## config.mk

```make
export PLATFORM = sky130hd
export DESIGN_NAME = dram_init_seq
export DESIGN_NICKNAME = d
export VERILOG_FILES = /design/src/rtl/dinit_pkg.sv /design/src/rtl/dinit_step_cnt.sv /design/src/rtl/dinit_lock_cnt.sv /design/src/rtl/dinit_cmd_enc.sv /design/src/rtl/dram_init_seq.sv
export SDC_FILE = /design/constraint.sdc
export NUM_CORES = 1
export LEC_CHECK = 0
export ABC_AREA = 0
export BUFFER_PORTS_ARGS = -buffer_cell sky130_fd_sc_hd__buf_4
export CAP_MARGIN = 20
export CELL_PAD_IN_SITES_DETAIL_PLACEMENT = 1
export CELL_PAD_IN_SITES_GLOBAL_PLACEMENT = 1
export CORE_MARGIN = 2
export CORE_UTILIZATION = 44
export CTS_CLUSTER_DIAMETER = 50
export DETAILED_ROUTE_END_ITERATION = 10
export PLACE_DENSITY = 0.9
export SLEW_MARGIN = 20
export SYNTH_ARGS = -nofsm -noshare
export SYNTH_HDL_FRONTEND = slang
export SYNTH_HIERARCHICAL = 1
export SYNTH_SLANG_ARGS = --single-unit
```

## constraint.sdc

```tcl
create_clock -name clk -period 14 [get_ports clk]
set_input_delay 2.8 -clock clk [delete_from_list [all_inputs] [get_ports clk]]
set_output_delay 2.8 -clock clk [all_outputs]
set_load 0.02 [all_outputs]
```

## src/rtl/dinit_pkg.sv

```systemverilog
package dinit_pkg;

  typedef enum logic [3:0] {
    ST_STABLE,
    ST_CKE_UP,
    ST_PREA1,
    ST_EMRS,
    ST_MRS_DLL,
    ST_PREA2,
    ST_REFRESH,
    ST_MRS_FIN,
    ST_LOCK,
    ST_DONE
  } step_e;

  // {cs_n, ras_n, cas_n, we_n}
  typedef enum logic [3:0] {
    CMD_MRS = 4'b0000,
    CMD_REF = 4'b0001,
    CMD_PRE = 4'b0010,
    CMD_NOP = 4'b0111
  } cmd_e;

  localparam int AP_BIT     = 8;  // all-bank precharge / DLL reset bit
  localparam int DLL_EN_BIT = 0;  // extended mode: 0 enables the DLL

endpackage

```

## src/rtl/dinit_step_cnt.sv

```systemverilog
module dinit_step_cnt #(
  parameter int W = 16
) (
  input  logic         clk,
  input  logic         rst_n,
  input  logic         clr,
  output logic [W-1:0] cnt
);
  localparam logic [W-1:0] MAXV = '1;

  logic [W-1:0] cnt_d;
  logic         cnt_en;

  always_comb begin
    cnt_en = clr || (cnt != MAXV);
    cnt_d  = clr ? '0 : cnt + W'(1);
  end

  always_ff @(posedge clk or negedge rst_n) begin
    if (!rst_n) begin
      cnt <= '0;
    end else if (cnt_en) begin
      cnt <= cnt_d;
    end
  end

endmodule

```

## src/rtl/dinit_lock_cnt.sv

```systemverilog
module dinit_lock_cnt #(
  parameter int LOCK_CYCLES = 200
) (
  input  logic clk,
  input  logic rst_n,
  input  logic start,
  output logic lock_ok
);
  localparam int LW = $clog2(LOCK_CYCLES + 1);

  logic [LW-1:0] cnt_q, cnt_d;
  logic          armed_q, armed_d;
  logic          cnt_en;

  assign lock_ok = armed_q && (cnt_q >= LW'(LOCK_CYCLES));

  always_comb begin
    cnt_en  = start || (armed_q && !lock_ok);
    cnt_d   = start ? LW'(1) : cnt_q + LW'(1);
    armed_d = armed_q | start;
  end

  always_ff @(posedge clk or negedge rst_n) begin
    if (!rst_n) begin
      cnt_q   <= '0;
      armed_q <= 1'b0;
    end else begin
      armed_q <= armed_d;
      if (cnt_en) begin
        cnt_q <= cnt_d;
      end
    end
  end

  a_r7_lock_holds: assert property (@(posedge clk) disable iff (!rst_n)
    lock_ok && !start |=> lock_ok);

  a_r7_start_clears_lock: assert property (@(posedge clk) disable iff (!rst_n)
    start |=> !lock_ok);

endmodule

```

## src/rtl/dinit_cmd_enc.sv

```systemverilog
module dinit_cmd_enc
  import dinit_pkg::*;
#(
  parameter int ADDR_W = 12,
  parameter int BA_W   = 2
) (
  input  step_e             step,
  input  logic              issue,
  input  logic [ADDR_W-1:0] mode_val,
  input  logic [ADDR_W-1:0] ext_val,
  output logic [3:0]        cmd,
  output logic [BA_W-1:0]   ba,
  output logic [ADDR_W-1:0] addr
);

  always_comb begin
    cmd  = CMD_NOP;
    ba   = '0;
    addr = '0;
    if (issue) begin
      case (step)
        ST_PREA1, ST_PREA2: begin
          cmd          = CMD_PRE;
          addr[AP_BIT] = 1'b1;
        end
        ST_EMRS: begin
          cmd              = CMD_MRS;
          ba               = BA_W'(1);
          addr             = ext_val;
          addr[DLL_EN_BIT] = 1'b0;
        end
        ST_MRS_DLL: begin
          cmd          = CMD_MRS;
          addr         = mode_val;
          addr[AP_BIT] = 1'b1;
        end
        ST_REFRESH: begin
          cmd = CMD_REF;
        end
        ST_MRS_FIN: begin
          cmd          = CMD_MRS;
          addr         = mode_val;
          addr[AP_BIT] = 1'b0;
        end
        default: begin
          cmd = CMD_NOP;
        end
      endcase
    end
  end

endmodule

```

## src/rtl/dram_init_seq.sv

```systemverilog
module dram_init_seq
  import dinit_pkg::*;
#(
  parameter int ADDR_W      = 12,
  parameter int BA_W        = 2,
  parameter int CNT_W       = 16,
  parameter int GAP_W       = 8,
  parameter int NREF_W      = 4,
  parameter int LOCK_CYCLES = 200
) (
  input  logic              clk,
  input  logic              rst_n,
  input  logic              restart,
  input  logic [CNT_W-1:0]  cfg_stable_cycles,
  input  logic [GAP_W-1:0]  cfg_trp,
  input  logic [GAP_W-1:0]  cfg_tmrd,
  input  logic [GAP_W-1:0]  cfg_trfc,
  input  logic [NREF_W-1:0] cfg_nref,
  input  logic [ADDR_W-1:0] cfg_mode,
  input  logic [ADDR_W-1:0] cfg_ext_mode,
  output logic              cke,
  output logic              cs_n,
  output logic              ras_n,
  output logic              cas_n,
  output logic              we_n,
  output logic [BA_W-1:0]   ba,
  output logic [ADDR_W-1:0] addr,
  output logic              init_done
);

  localparam logic [CNT_W-1:0]  ONE_C  = CNT_W'(1);
  localparam logic [CNT_W-1:0]  TWO_C  = CNT_W'(2);
  localparam logic [NREF_W-1:0] TWO_R  = NREF_W'(2);

  step_e             step_q, step_d;
  logic [CNT_W-1:0]  cnt;
  logic              cnt_clr;
  logic [NREF_W-1:0] ref_q, ref_d;
  logic              ref_en;
  logic              rerun_q, rerun_d, rerun_en;
  logic              cke_q, cke_d, cke_en;
  logic              lock_start, lock_ok;
  logic [CNT_W-1:0]  stable_eff, trp_eff, tmrd_eff, trfc_eff, dur;
  logic [NREF_W-1:0] nref_eff;
  logic              step_end, last_ref;
  logic [3:0]        cmd_w;

  // effective timing values with their floors
  always_comb begin
    stable_eff = (cfg_stable_cycles == '0) ? ONE_C : cfg_stable_cycles;
    trp_eff    = (cfg_trp == '0) ? ONE_C : CNT_W'(cfg_trp);
    tmrd_eff   = (CNT_W'(cfg_tmrd) < TWO_C) ? TWO_C : CNT_W'(cfg_tmrd);
    trfc_eff   = (cfg_trfc == '0) ? ONE_C : CNT_W'(cfg_trfc);
    nref_eff   = (cfg_nref < TWO_R) ? TWO_R : cfg_nref;
  end

  always_comb begin
    case (step_q)
      ST_STABLE:                      dur = stable_eff;
      ST_PREA1, ST_PREA2:             dur = trp_eff;
      ST_EMRS, ST_MRS_DLL, ST_MRS_FIN: dur = tmrd_eff;
      ST_REFRESH:                     dur = trfc_eff;
      default:                        dur = ONE_C;
    endcase
    step_end = (cnt == dur - ONE_C);
    last_ref = (ref_q == nref_eff - NREF_W'(1));
  end

  // next-state logic
  always_comb begin
    step_d = step_q;
    case (step_q)
      ST_STABLE:  if (step_end) step_d = ST_CKE_UP;
      ST_CKE_UP:  step_d = ST_PREA1;
      ST_PREA1:   if (step_end) step_d = rerun_q ? ST_MRS_DLL : ST_EMRS;
      ST_EMRS:    if (step_end) step_d = ST_MRS_DLL;
      ST_MRS_DLL: if (step_end) step_d = ST_PREA2;
      ST_PREA2:   if (step_end) step_d = ST_REFRESH;
      ST_REFRESH: if (step_end && last_ref) step_d = ST_MRS_FIN;
      ST_MRS_FIN: if (step_end) step_d = ST_LOCK;
      ST_LOCK:    if (lock_ok) step_d = ST_DONE;
      ST_DONE:    if (restart) step_d = ST_PREA1;
      default:    step_d = ST_STABLE;
    endcase
  end

  always_comb begin
    cnt_clr    = (step_d != step_q) || (step_q == ST_REFRESH && step_end);
    ref_en     = (step_d == ST_REFRESH);
    ref_d      = (step_q != ST_REFRESH) ? '0 :
                 (step_end ? ref_q + NREF_W'(1) : ref_q);
    rerun_en   = (step_q == ST_DONE) && restart;
    rerun_d    = 1'b1;
    cke_en     = (step_d == ST_CKE_UP);
    cke_d      = 1'b1;
    lock_start = (step_q == ST_MRS_DLL) && (cnt == '0);
  end

  always_ff @(posedge clk or negedge rst_n) begin
    if (!rst_n) begin
      step_q  <= ST_STABLE;
      ref_q   <= '0;
      rerun_q <= 1'b0;
      cke_q   <= 1'b0;
    end else begin
      step_q <= step_d;
      if (ref_en)   ref_q   <= ref_d;
      if (rerun_en) rerun_q <= rerun_d;
      if (cke_en)   cke_q   <= cke_d;
    end
  end

  dinit_step_cnt #(.W(CNT_W)) u_step_cnt (
    .clk   (clk),
    .rst_n (rst_n),
    .clr   (cnt_clr),
    .cnt   (cnt)
  );

  dinit_lock_cnt #(.LOCK_CYCLES(LOCK_CYCLES)) u_lock_cnt (
    .clk     (clk),
    .rst_n   (rst_n),
    .start   (lock_start),
    .lock_ok (lock_ok)
  );

  dinit_cmd_enc #(.ADDR_W(ADDR_W), .BA_W(BA_W)) u_cmd_enc (
    .step     (step_q),
    .issue    (cnt == '0),
    .mode_val (cfg_mode),
    .ext_val  (cfg_ext_mode),
    .cmd      (cmd_w),
    .ba       (ba),
    .addr     (addr)
  );

  assign {cs_n, ras_n, cas_n, we_n} = cmd_w;
  assign cke       = cke_q;
  assign init_done = (step_q == ST_DONE);

  a_r2_nop_while_cke_low: assert property (@(posedge clk) disable iff (!rst_n)
    !cke |-> (cmd_w == CMD_NOP));

  a_r2_cke_never_falls: assert property (@(posedge clk) disable iff (!rst_n)
    cke |=> cke);

  a_r3_prea_sets_ap: assert property (@(posedge clk) disable iff (!rst_n)
    (cmd_w == CMD_PRE) |-> addr[AP_BIT]);

  a_r7_done_needs_lock: assert property (@(posedge clk) disable iff (!rst_n)
    init_done |-> lock_ok);

  a_r7_done_holds: assert property (@(posedge clk) disable iff (!rst_n)
    init_done && !restart |=> init_done && (cmd_w == CMD_NOP));

  a_r8_restart_precharges: assert property (@(posedge clk) disable iff (!rst_n)
    init_done && restart |=> !init_done && (cmd_w == CMD_PRE) && cke);

endmodule

```

After elaboration in Yosys (flattened, before gate mapping)

Index checks and enable logic that the tools add are counted.
W data, S select, Z words.

Add/subtract/negate cells: 5
Order comparisons: 3
Eq/ne operators: 16
Multiplexer cells: 29
Bitwise operators: 1
Reductions and logical operators: 21

Operator list:

| cell                    | number |
|---|---|
| $pmux W16 S4            | 1 |
| $mux W4                 | 13 |
| $pmux W4 S10            | 1 |
| $logic_not A16 Y1       | 2 |
| $mux W16                | 2 |
| $mux W8                 | 4 |
| $eq A4 B3 Y1 const B    | 5 |
| $add A16 B1 Y16 const B | 1 |
| $eq A16 B16 Y1          | 1 |
| $logic_not A8 Y1        | 2 |
| $ne A16 B16 Y1 const B  | 1 |
| $pmux W8 S2             | 1 |
| $sub A16 B1 Y16 const B | 1 |
| $mux W12                | 1 |
| $pmux W3 S3             | 1 |
| $add A8 B1 Y8 const B   | 1 |
| $eq A4 B1 Y1 const B    | 2 |
| $eq A4 B2 Y1 const B    | 2 |
| $eq A4 B4 Y1 const B    | 2 |
| $ge A8 B8 Y1 const B    | 1 |
| $lt A8 B2 Y1 const B    | 1 |
| $logic_and A1 B1 Y1     | 6 |
| $pmux W3 S2             | 1 |
| $reduce_or A3 Y1        | 2 |
| other kinds (17)        | 20 |

Register bits: 35
Input port bits: 71
Output and inout bits: 20
Word-level logic and storage cells: 82

Longest topological paths before layout

Gate-level depths: netlist (run 1).

Depth after elaboration: 11
Depth in mapped cells: 22
Depth with buffers taken out: 17

Hierarchy

The synthesis (run 1) kept the hierarchy.

Modules (own cells, without submodules):

| module         | times used | cells an instance | area an instance (um^2) | seq. area each (um^2) |
|---|---|---|---|---|
| dram_init_seq  | 1          | 319               | 2324.7                  | 250.2 |
| dinit_step_cnt | 1          | 96                | 940.9                   | 400.4 |
| dinit_lock_cnt | 1          | 50                | 495.5                   | 225.2 |
| dinit_cmd_enc  | 1          | 46                | 331.6                   | 0.0 |

Least setup slack after synthesis (run 1)

No wires, ideal clock.

Path type: input to register
Start: input port cfg_tmrd[4]
End: register u_step_cnt.cnt[0]
Setup time: 0.129 ns
Arrival: 7.169 ns
Required time: 13.871 ns
Path slack: 6.702 ns
Stages on the path: 19
Path buffers: 3
Cells stage by stage: nor4_1 -> nand2_1 -> a311o_1 -> or4_4 -> clkinv_4 -> buf_12 -> ha_1 -> o221ai_2 -> or4b_1 -> a211oi_1 -> o32ai_1 -> or4_4 -> nor2_4 -> mux2_2 -> xor2_1 -> o211ai_1 -> buf_4 -> dlygate4sd1_1 -> nor2_1

Word-level cells in the longest chain between the ends: 11
Elaborated cells between the ends (all ways): 19
Those cells by class: add/sub: 1; order compare: 1; eq/ne: 2; mux: 11; reduce/logical: 4

Ends and longest elaborated chain:

| element                                        | line                                       | RTL |
|---|---|---|
| start, declared                                | dram_init_seq.sv:16                        | `input logic [GAP_W-1:0] cfg_tmrd,` |
| $lt A8 B2 Y1                                   | dram_init_seq.sv:52                        | `tmrd_eff = (CNT_W'(cfg_tmrd) < TWO_C) ? TWO_C : CNT_W'(cfg_tmrd);` |
| $mux W8 (*)                                    | dram_init_seq.sv:52                        |  |
| $pmux W16 S4 (*)                               | dram_init_seq.sv:58                        | `case (step_q)` |
| $sub A16 B1 Y16 (*)                            | dram_init_seq.sv:65                        | `step_end = (cnt == dur - ONE_C);` |
| $eq A16 B16 Y1 (*)                             | dram_init_seq.sv:65                        |  |
| $logic_and A1 B1 Y1                            | dram_init_seq.sv:79                        | `ST_REFRESH: if (step_end && last_ref) step_d = ST_MRS_FIN;` |
| $mux W4                                        | dram_init_seq.sv:79                        |  |
| $pmux W4 S10                                   | dram_init_seq.sv:72                        | `case (step_q)` |
| $ne A4 B4 Y1                                   | dram_init_seq.sv:88                        | `cnt_clr = (step_d != step_q) \|\| (step_q == ST_REFRESH && step_end);` |
| $logic_or A1 B1 Y1 (*)                         | dram_init_seq.sv:88                        |  |
| named net cnt_clr                              | dram_init_seq.sv:37                        | `logic cnt_clr;` |
| $mux W16 or $logic_or A1 B1 Y1 (tied branches) | dinit_step_cnt.sv:16, dinit_step_cnt.sv:15 |  |
| end signal, assigned                           | dinit_step_cnt.sv:23                       | `cnt <= cnt_d;` |
| end, declared                                  | dinit_step_cnt.sv:7                        | `output logic [W-1:0] cnt` |

The timed path passes the listed nets; every way through them passes the cells marked *.
A chain may end at the register's enable or synchronous reset.

Final worst setup path (run 1)

Start: input port cfg_tmrd[4]
End: register u_step_cnt.cnt[10]

The elaborated chain is that of the path after synthesis.

==> metrics.md, run 1 <==
| Metric | Value |
|---|---|
| Status | `finished, final reports clean` |
| Synth area leader | `dfrtp_1` |
| Core area | `0.00915 mm2` |
| CP endpoint kind | `register` |
| Clock Skew | `0.00762 ns` |
| Period utilization | `54.4%` |
| Setup violators final | `0` |
| GRT Total Usage | `25.2%` |
| Sequential power share | `45.4%` |
| Max FO, Critical Path | `17` |
| Cell Area, Synth | `0.00409 mm2` |
| Final core utilization | `52.6%` |
| First-pass GRT wire length | `21,100 um` |
| Worst hold path class | `register to register` |
| Logic gate share of total power | `24.5%` |
| Final Hold Violating Endpoints | `0` |
| Drt wl/cell | `18.4 um` |
| Longest Clk Path Bufs | `2` |
| Static leakage | `1.97 nW` |
| Max Freq | `131 MHz` |
| Die ar. | `0.0101 mm2` |
| Met1 Resource Use GR | `31.4%` |
| IO Pins | `91` |
| WP data arrival | `7.79 ns` |
| CTS tree | `built` |
| Synth Flop Type | `dfrtp_1` |
| Fill cell count | `1,166` |
| CP Launch Point | `cfg_tmrd[4]` |
| Clock root cell | `clkbuf_8` |
| Grt peak-use layer | `met2` |
| Flip-flop and latch area | `876 um2` |
| ANT nets after route | `0` |
| Area grow syn2layout | `17.6%` |
| Crit-path cells | `buf_4, nor4_1, nand2_1, a311o_1, or4_4, clkinv_4, ha_1, o221ai_2, nor2_1, o211ai_1, and3_1, or4_4, nor2_4, mux2_2, xor2_1, o211ai_1, buf_4, nor2_1, mux2_2` |
| Total CTS buffers | `5` |
| Via Count | `4,411` |
| GR Layer Usage met3 | `3.27%` |
| Initial Utilization | `44.7%` |
| Power density over the cells | `57.1 mW/mm2` |
| DPL Wire Length | `9800 um` |
| Final wirelength | `12,700 um` |
| Layout cell share with drive strength beyond 1 | `24.4%` |
| Unrepaired setup endpoints after global routing | `false` |
| Critical path required time | `14.18 ns` |
| # DRC | `0` |
| Syn avg cell area | `8.01 um2` |
| Synth Register Bits | `35` |
| Clk slew on worst S/H paths | `0.08 ns` |
| CP endpoint | `u_step_cnt/cnt[10]` |
| Hold_buf cts | `0` |
| Largest cells by area after synthesis | `dfrtp_1 (21%), nor2_1 (5.0%), a21oi_1 (3.2%)` |
| DR vias/cell | `6.39` |
| Resize count post-CTS | `0` |
| Setup CP Type | `input pin to register` |
| Area of the multi-input gates | `0.00295 mm2` |
| R2R depth | `18` |
| Cell row count | `35` |
| Met2 usage | `45.8%` |
| Final Wtd Congestion | `0.867` |
| CTS sink count | `35` |
| Setup Buffers After CTS | `0` |
| Switch share | `32.6%` |
| CTS HTree Levels | `2` |
| Most common cell after layout, fill and taps aside | `buf_4` |
| Die Height | `100 um` |
| Commonest cells after routing, fill and taps aside | `buf_4 (90), nor2_1 (55), dfrtp_1 (35), nand2_1 (29)` |
| I/O Buffers | `86` |
| CP Launch Type | `input pin` |
| Yosys warning total | `6` |
| Initial DRC count | `176` |
| Peak supply drop | `0.0000432 V` |
| Reg2Reg Capture Point | `u_step_cnt/cnt[10]` |
| Fraction of registers with async set or reset after synthesis | `100%` |
| Register area share after synthesis | `21.4%` |
| Initial antenna violation count | `0` |
| Final TNS setup | `0 ns` |
| Reg2Reg Setup Slack | `7.87 ns` |
| Placement Setup Slack | `6.12 ns` |
| EDFF count, synth | `0` |
| Mapped Cells | `511` |
| NetSw | `0.0896 mW` |
| Slowest cell on the critical path | `or4_4` |
| Final Max Tran Viols | `0` |
| Final worst path period need | `7.62 ns` |
| Worst skew pair latency | `0.29 ns` |
| Max Cap Viol | `0` |
| DR pass1 iterations | `4` |
| Fin worst setup slack | `6.38 ns` |
| Worst-margin pin slew | `1.01 ns` |
| Antenna Cells | `0` |
| Slew headroom | `32.9%` |
| Internal power | `0.185 mW` |
| Nets@finish | `655` |
| Largest net degree at the start of global routing | `36` |
| Clock power share | `30.1%` |
| Synth top area share | `21.4%` |
| Total global routing overflow | `0` |
| Vias in the first global route | `4,375` |
| Synth cell types | `97` |
| Critical register-to-register path startpoint | `step_q[1]` |
| Die width | `100 um` |
| Worst path max stage delay | `0.60 ns` |
## kinds of logic after synthesis
logic type	share of synthesized area (%)
adders and majority gates	1.83
xor gates and xnor gates	4.04
muxes	5.23
and+or+nand+nor	33.6
other	0.0916
buffers and inverters	6.70
DFF	21.4
AOI/OAI and AO/OA	27.1
## state kept, by name, indices dropped and copies added, names as in the netlist
name                count
u_step_cnt/cnt         16
u_lock_cnt/cnt_q        8
ref_q                   4
step_q                  4
cke                     1
rerun_q                 1
u_lock_cnt/armed_q      1
## through the flow
stage	hold WS (ns)	cell area (um2)	instances	total power [mW]
after floorplan	0.458	4100	512	0.161
after global placement	0.448	4710	682	0.189
after detailed placement	0.473	4710	682	0.193
after CTS	0.491	4810	690	0.276
after global routing	0.534	4810	690	0.289
final	0.483	4810	690	0.275
## critical path, delay by kind of cell
kind,cells,cell delay [ns]
AOI/OAI and AO/OA,4,0.81
xor gates and xnor gates,1,0.14
adders and majority gates,1,0.22
buffers and inverters,3,0.49
muxes,2,0.66
and+or+nand+nor,8,2.67
## synth_stat cells (7+ instances only)
cell type  instances
nor3_1            17
nand4_1            9
clkbuf_1          10
and4_1             7
a31oi_1           10
nor2_1            55
xnor2_1           13
nand3_1           18
a21o_1             8
a21oi_1           26
and3_1            13
buf_2              8
o21ai_0           26
or3_1              9
dfrtp_1           35
nand2_1           29
inv_1             17
nor2b_1            9
a32oi_1           11
nor4_1            13
## worst min-delay path by stage
stage / startpoint / end / slack (ns) / cells after the start
final: cke / cke / 0.48 / 2
after global routing: cke / cke / 0.53 / 2
after CTS: cke / cke / 0.49 / 2
after detailed placement: cke / cke / 0.47 / 2
after global placement: cke / cke / 0.45 / 2
after floorplan: rerun_q / rerun_q / 0.46 / 2
## final cells by class
type	count	share of cell area [%]
clock buffer	8	2.08
inverter	19	1.59
multi-input combinational	427	61.2
sequential	35	18.2
tap	111	2.89
timing repair buffer	90	14.0
## per-layer routing
| layer | share of wire (%) | routed length, um | up-vias |
|---|---|---|---|
| li1 | - | - | 2097 |
| met1 | 43 | 5440 | 2161 |
| met2 | 51 | 6450 | 130 |
| met3 | 4.8 | 612 | 23 |
| met4 | 1.7 | 216 | 0 |
| met5 | 0 | 0 | - |
## power by group through the flow
stage | combinational (mW) | sequential, mW | clock [mW]
6_report | 0.0673 | 0.125 | 0.0827
5_1_grt | 0.0745 | 0.127 | 0.0876
4_1_cts | 0.0670 | 0.125 | 0.0839
3_5_place_dp | 0.0665 | 0.127 | 0
3_3_place_gp | 0.0631 | 0.126 | 0
2_1_floorplan | 0.0404 | 0.120 | 0
No activity file was read; power rests on OpenSTA's default activity.
==> run 2: changes to the inputs <==
Settings changed: CORE_UTILIZATION 44 to 37, PLACE_DENSITY 0.9 to 0.81.
Clock period 14 ns to 6.25 ns, I/O delays scaled along.
==> metrics.md, run 2 (synthesized netlist as in run 1, its figures left out) <==
| Metric | Value |
|---|---|
| Initial DRC count | `277 (+57%)` |
| Max Cap Viol | `0 (unchanged)` |
| Antenna Cells | `0 (unchanged)` |
| Period utilization | `90.6%` |
| Peak supply drop | `0.0000917 V (+110%)` |
| # DRC | `0 (unchanged)` |
| Largest register FFs | `16 (unchanged)` |
| Clock Skew | `0.0119 ns (+0.00433 ns)` |
| Die width | `109 um (+8.7%)` |
| Largest net degree at the start of global routing | `36 (unchanged)` |
| Hold EP | `cke` |
| Worst hold path class | `register to register` |
| Nets@finish | `663 (+1.2%)` |
| DR vias/cell | `6.05 (-5.3%)` |
| DR pass1 iterations | `4 (unchanged)` |
| Max FO, Critical Path | `13 (-4)` |
| Commonest cells after routing, fill and taps aside | `buf_4 (98), nor2_1 (55), dfrtp_1 (35), nand2_1 (29)` |
| Status | `finished, final reports clean` |
| Initial Utilization | `37.9% (-6.8 points)` |
| Reg2Reg Capture Point | `u_step_cnt/cnt[15]` |
| Setup CP Type | `input pin to register` |
| Slew headroom | `55.7% (+23 points)` |
| GRT Total Usage | `21.9% (-3.4 points)` |
| Setup violators final | `0 (unchanged)` |
| Final TNS setup | `0 ns (unchanged)` |
| Core area | `0.0108 mm2 (+18%)` |
| CTS tree | `built` |
| Hold path startpoint | `cke` |
| Final Wtd Congestion | `0.920 (+6.1%)` |
| Total CTS buffers | `5 (unchanged)` |
| R2R depth | `17 (-1)` |
| Clk slew on worst S/H paths | `0.08 ns (about the same)` |
| IO Pins | `91 (unchanged)` |
| Fill cell count | `1,333 (+14%)` |
| Top flop regs | `u_step_cnt/cnt: 16 flops, u_lock_cnt/cnt_q: 8 flops` |
| Worst-margin pin slew | `0.665 ns (-0.341 ns)` |
| Die Height | `109 um (+8.7%)` |
| Final Max Tran Viols | `0 (unchanged)` |
| DPL Wire Length | `10,100 um (+3.6%)` |
| Final Power | `0.599 mW (+120%)` |
| Layout cell share with drive strength beyond 1 | `25.4% (+1.1 points)` |
| Setup Buffers After CTS | `0 (unchanged)` |
| Cell row count | `38 (+8.6%)` |
| First-pass GRT wire length | `21,200 um (+0.39%)` |
| Final worst path period need | `5.66 ns` |
| Power density over the cells | `122 mW/mm2 (+110%)` |
| Die ar. | `0.0119 mm2 (+18%)` |
| CTS sink count | `35 (unchanged)` |
| Longest Clk Path Bufs | `2 (unchanged)` |
| Initial antenna violation count | `0 (unchanged)` |
| Clock root cell | `clkbuf_8` |
| ANT nets after route | `0 (unchanged)` |
| Total global routing overflow | `0 (unchanged)` |
| Final wirelength | `13,000 um (+2.3%)` |
| Unrepaired setup endpoints after global routing | `false` |
| CP Launch Type | `input pin` |
| Vias in the first global route | `4,422 (+1.1%)` |
| Drt wl/cell | `17.9 um (-2.8%)` |
| Static leakage | `2.00 nW (+1.9%)` |
| Area grow syn2layout | `19.7%` |
| Final Hold Violating Endpoints | `0 (unchanged)` |
| Worst skew pair latency | `0.29 ns (about the same)` |
| Via Count | `4,395 (-0.36%)` |
| CTS HTree Levels | `2 (unchanged)` |
| Resize count post-CTS | `0 (unchanged)` |
| I/O Buffers | `86 (unchanged)` |
| Min-Delay Path Depth | `2 (unchanged)` |
| Critical register-to-register path startpoint | `step_q[1]` |
| Critical path required time | `6.45 ns (-7.73 ns)` |
| Reg2Reg Setup Slack | `0.81 ns (-7.06 ns)` |
| WP data arrival | `5.86 ns (-1.93 ns)` |
| Register bank with the most flops | `u_step_cnt/cnt` |
| Hold_buf cts | `0 (unchanged)` |
| Most common cell after layout, fill and taps aside | `buf_4` |
| CP endpoint kind | `register` |
| Max Freq | `177 MHz` |
run 2: critical path: stages:
cell and delay, ns:
buf_4 0.12, nor4_1 0.35, nand2_1 0.10, a311o_1 0.36, or4_4 0.58, clkinv_4 0.12
ha_1 0.23, o221ai_2 0.15, or4b_1 0.51, a211oi_1 0.22, o32ai_1 0.12, or4_4 0.49
nor2_4 0.12, mux2_2 0.35, xor2_1 0.13, o211ai_1 0.24, buf_4 0.23, a311oi_1 0.19
run 2: layout make-up:
class,count,area [um2],share of cell area (%)
Inverter,19,76.3,1.56
Sequential cell,35,876,17.9
Multi-Input combinational cell,427,2950,60.2
Clock buffer,6,82.6,1.69
Timing Repair Buffer,98,736,15.0
Tap cell,140,175,3.58
Clock inverter,1,5.00,0.102
run 2: how the worst max path moves through the flow:
stage	endpoint	start	slack [ns]
6_report	u_step_cnt/cnt[15]	cfg_tmrd[4]	0.59
5_1_grt	u_step_cnt/cnt[15]	cfg_tmrd[4]	0.28
4_1_cts	u_step_cnt/cnt[10]	cfg_tmrd[4]	0.60
3_5_place_dp	u_step_cnt/cnt[15]	cfg_tmrd[4]	0.28
3_3_place_gp	u_step_cnt/cnt[10]	cfg_tmrd[4]	0.34
2_1_floorplan	u_step_cnt/cnt[0]	cfg_tmrd[4]	0.50
run 2: where the power goes:
part / switching (mW) / total (mW) / internal (mW)
Clock: 0.0819 / 0.168 / 0.0865
Combinational: 0.0751 / 0.151 / 0.0759
Sequential: 0.0409 / 0.280 / 0.239
run 2: per-stage QoR:
step                hold slack [ns]  std cells  util [%]  worst slack, ns  area (um2)
finish                        0.470        726      45.4            0.588        4900
global route                  0.498        726      45.4            0.284        4900
CTS                           0.479        726      45.4            0.604        4900
floorplan                     0.458        512         -            0.502        4100
detailed placement            0.460        719      44.6            0.284        4810
global placement              0.452        719      44.6            0.343        4810
run 2: routing by layer:
layer	up-vias	wire length [um]	share of wire, %	global-route usage [%]
li1	2114	-	-	-
met1	2135	5640	43	27.8
met2	128	6390	49	38.6
met3	18	773	5.9	3.05
met4	0	224	1.7	6.06
met5	-	0	0	0
==> run 3: changes to the inputs <==
Settings changed: CORE_UTILIZATION 37 to 45, CTS_BUF_LIST set to sky130_fd_sc_hd__clkbuf_8, PLACE_DENSITY 0.81 to 0.92.
Clock period 6.25 ns to 6.6 ns, I/O delays scaled along.
==> metrics.md, run 3 (synthesized netlist as in run 1, its figures left out) <==
| Metric | Value |
|---|---|
| Status | `finished, final reports clean` |
| Initial Utilization | `46.7% (+8.8 points)` |
| Commonest cells after routing, fill and taps aside | `buf_4 (94), nor2_1 (55), dfrtp_1 (35), nand2_1 (29)` |
| CTS sink count | `35 (unchanged)` |
| Setup Buffers After CTS | `0 (unchanged)` |
| Crit-path cells | `buf_4, nor4_1, nand2_1, a311o_1, or4_4, clkinv_4, ha_1, o221ai_2, or4b_1, a211oi_1, o32ai_1, or4_4, nor2_4, buf_4, nand2_1, o211ai_1, nor2_1, mux2_2` |
| Total CTS buffers | `5 (unchanged)` |
| Register bank with the most flops | `u_step_cnt/cnt` |
| # DRC | `0 (unchanged)` |
| Clk slew on worst S/H paths | `0.08 ns (about the same)` |
| Resize count post-CTS | `0 (unchanged)` |
| Peak supply drop | `0.000131 V (+43%)` |
| DR vias/cell | `6.59 (+8.9%)` |
| DR pass1 iterations | `5 (+1)` |
| I/O Buffers | `86 (unchanged)` |
| Vias in the first global route | `4,539 (+2.6%)` |
| Reg2Reg Setup Slack | `0.99 ns (+0.18 ns)` |
| Final core utilization | `55.0% (+9.6 points)` |
| CP endpoint kind | `register` |
| Nets@finish | `659 (-0.60%)` |
| Worst path max stage delay | `0.71 ns (+0.13 ns)` |
| Top flop regs | `u_step_cnt/cnt: 16 flops, u_lock_cnt/cnt_q: 8 flops` |
| Most common cell after layout, fill and taps aside | `buf_4` |
| Static leakage | `1.99 nW (-0.79%)` |
| Period utilization | `90.6%` |
| Final Wtd Congestion | `0.924 (+0.46%)` |
| Core area | `0.00876 mm2 (-19%)` |
| First-pass GRT wire length | `22,500 um (+6.5%)` |
| Placed Area | `0.00474 mm2 (-1.5%)` |
| IO Pins | `91 (unchanged)` |
| Clock root cell | `clkbuf_8` |
| Initial antenna violation count | `0 (unchanged)` |
| Cell row count | `34 (-11%)` |
| Setup CP Type | `input pin to register` |
| Total global routing overflow | `0 (unchanged)` |
| Power density over the cells | `117 mW/mm2 (-4.0%)` |
| Final worst path period need | `5.98 ns` |
| Die Height | `99.4 um (-9.0%)` |
| Slowest cell on the critical path | `o211ai_1` |
| Die width | `99.4 um (-9.0%)` |
| Critical register-to-register path startpoint | `step_q[0]` |
| Die ar. | `0.00987 mm2 (-17%)` |
| Max Cap Viol | `0 (unchanged)` |
| DPL Wire Length | `10,600 um (+4.7%)` |
| Worst-margin pin slew | `0.867 ns (+0.203 ns)` |
| Via Count | `4,557 (+3.7%)` |
| Worst hold path class | `register to register` |
| Max Freq | `167 MHz` |
| Layout cell share with drive strength beyond 1 | `24.7% (-0.73 points)` |
| Hold_buf cts | `0 (unchanged)` |
| Final wirelength | `13,800 um (+6.0%)` |
| Hold path startpoint | `cke` |
| WP data arrival | `6.16 ns (+0.30 ns)` |
| Initial DRC count | `325 (+17%)` |
| Final TNS setup | `0 ns (unchanged)` |
| Clock Skew | `0.0130 ns (+0.00107 ns)` |
| Largest net degree at the start of global routing | `36 (unchanged)` |
| GRT Total Usage | `27.8% (+6.0 points)` |
| Max FO, Critical Path | `13 (unchanged)` |
| Min-Delay Path Depth | `2 (unchanged)` |
| Critical path required time | `6.78 ns (+0.33 ns)` |
| CP Launch Type | `input pin` |
| Antenna Cells | `0 (unchanged)` |
| Area grow syn2layout | `17.8%` |
| Reg2Reg Capture Point | `u_step_cnt/cnt[10]` |
| Final Hold Violating Endpoints | `0 (unchanged)` |
| Longest Clk Path Bufs | `2 (unchanged)` |
| CTS tree | `built` |
| Setup violators final | `0 (unchanged)` |
| Slew headroom | `41.9% (-14 points)` |
| Worst skew pair latency | `0.29 ns (about the same)` |
| Final Max Tran Viols | `0 (unchanged)` |
| Unrepaired setup endpoints after global routing | `false` |
| R2R depth | `17 (unchanged)` |
| Final instance area | `0.00482 mm2 (-1.6%)` |
| Drt wl/cell | `20.0 um (+11%)` |
| Hold EP | `cke` |
| ANT nets after route | `0 (unchanged)` |
| CTS HTree Levels | `2 (unchanged)` |
| Largest register FFs | `16 (unchanged)` |
-- run 3: worst max path at each step --
stage                      from                  to  slack (ns)
global route        cfg_tmrd[4]   u_step_cnt/cnt[8]        0.29
global placement    cfg_tmrd[4]  u_step_cnt/cnt[10]        0.51
finish              cfg_tmrd[4]  u_step_cnt/cnt[10]        0.62
detailed placement  cfg_tmrd[4]  u_step_cnt/cnt[12]        0.38
CTS                 cfg_tmrd[4]  u_step_cnt/cnt[12]        0.64
floorplan           cfg_tmrd[4]   u_step_cnt/cnt[0]        0.78
-- run 3: layout make-up --
class | count | area (um2)
clock buffer | 5 | 68.8
clock inverter | 3 | 12.5
fill | 1094 | 3940
inverter | 19 | 76.3
multi-input combinational | 427 | 2950
sequential | 35 | 876
tap | 108 | 135
timing repair buffer | 94 | 706
-- run 3: worst max-delay path: cells and delay by family --
kind | cells | cell delay (ns)
buffers and inverters | 3 | 0.41
multiplexers | 1 | 0.28
AO/OA/AOI/OAI | 5 | 1.56
AND/OR/NAND/NOR | 8 | 2.36
adder cells (fa/ha/maj) | 1 | 0.21
-- run 3: where the power goes --
| part | internal, mW | total, mW | switching [mW] |
|---|---|---|---|
| clock network | 0.0710 | 0.151 | 0.0804 |
| logic | 0.0718 | 0.148 | 0.0759 |
| registers | 0.226 | 0.267 | 0.0409 |
| total | 0.369 | 0.566 | 0.197 |
-- run 3: through the flow --
step / hold WS, ns / power [mW] / worst slack, ns / instances
3_5_place_dp: 0.499 / 0.413 / 0.378 / 683
6_report: 0.509 / 0.566 / 0.620 / 691
5_1_grt: 0.543 / 0.595 / 0.289 / 691
4_1_cts: 0.519 / 0.568 / 0.641 / 691
2_1_floorplan: 0.458 / 0.341 / 0.782 / 512
3_3_place_gp: 0.475 / 0.401 / 0.515 / 683
-- run 3: routing by layer --
layer | GRT usage, % | wire length, um
met3 | 3.65 | 811
met4 | 10.5 | 351
met2 | 48.3 | 6820
met1 | 35.1 | 5820
met5 | 0 | 0
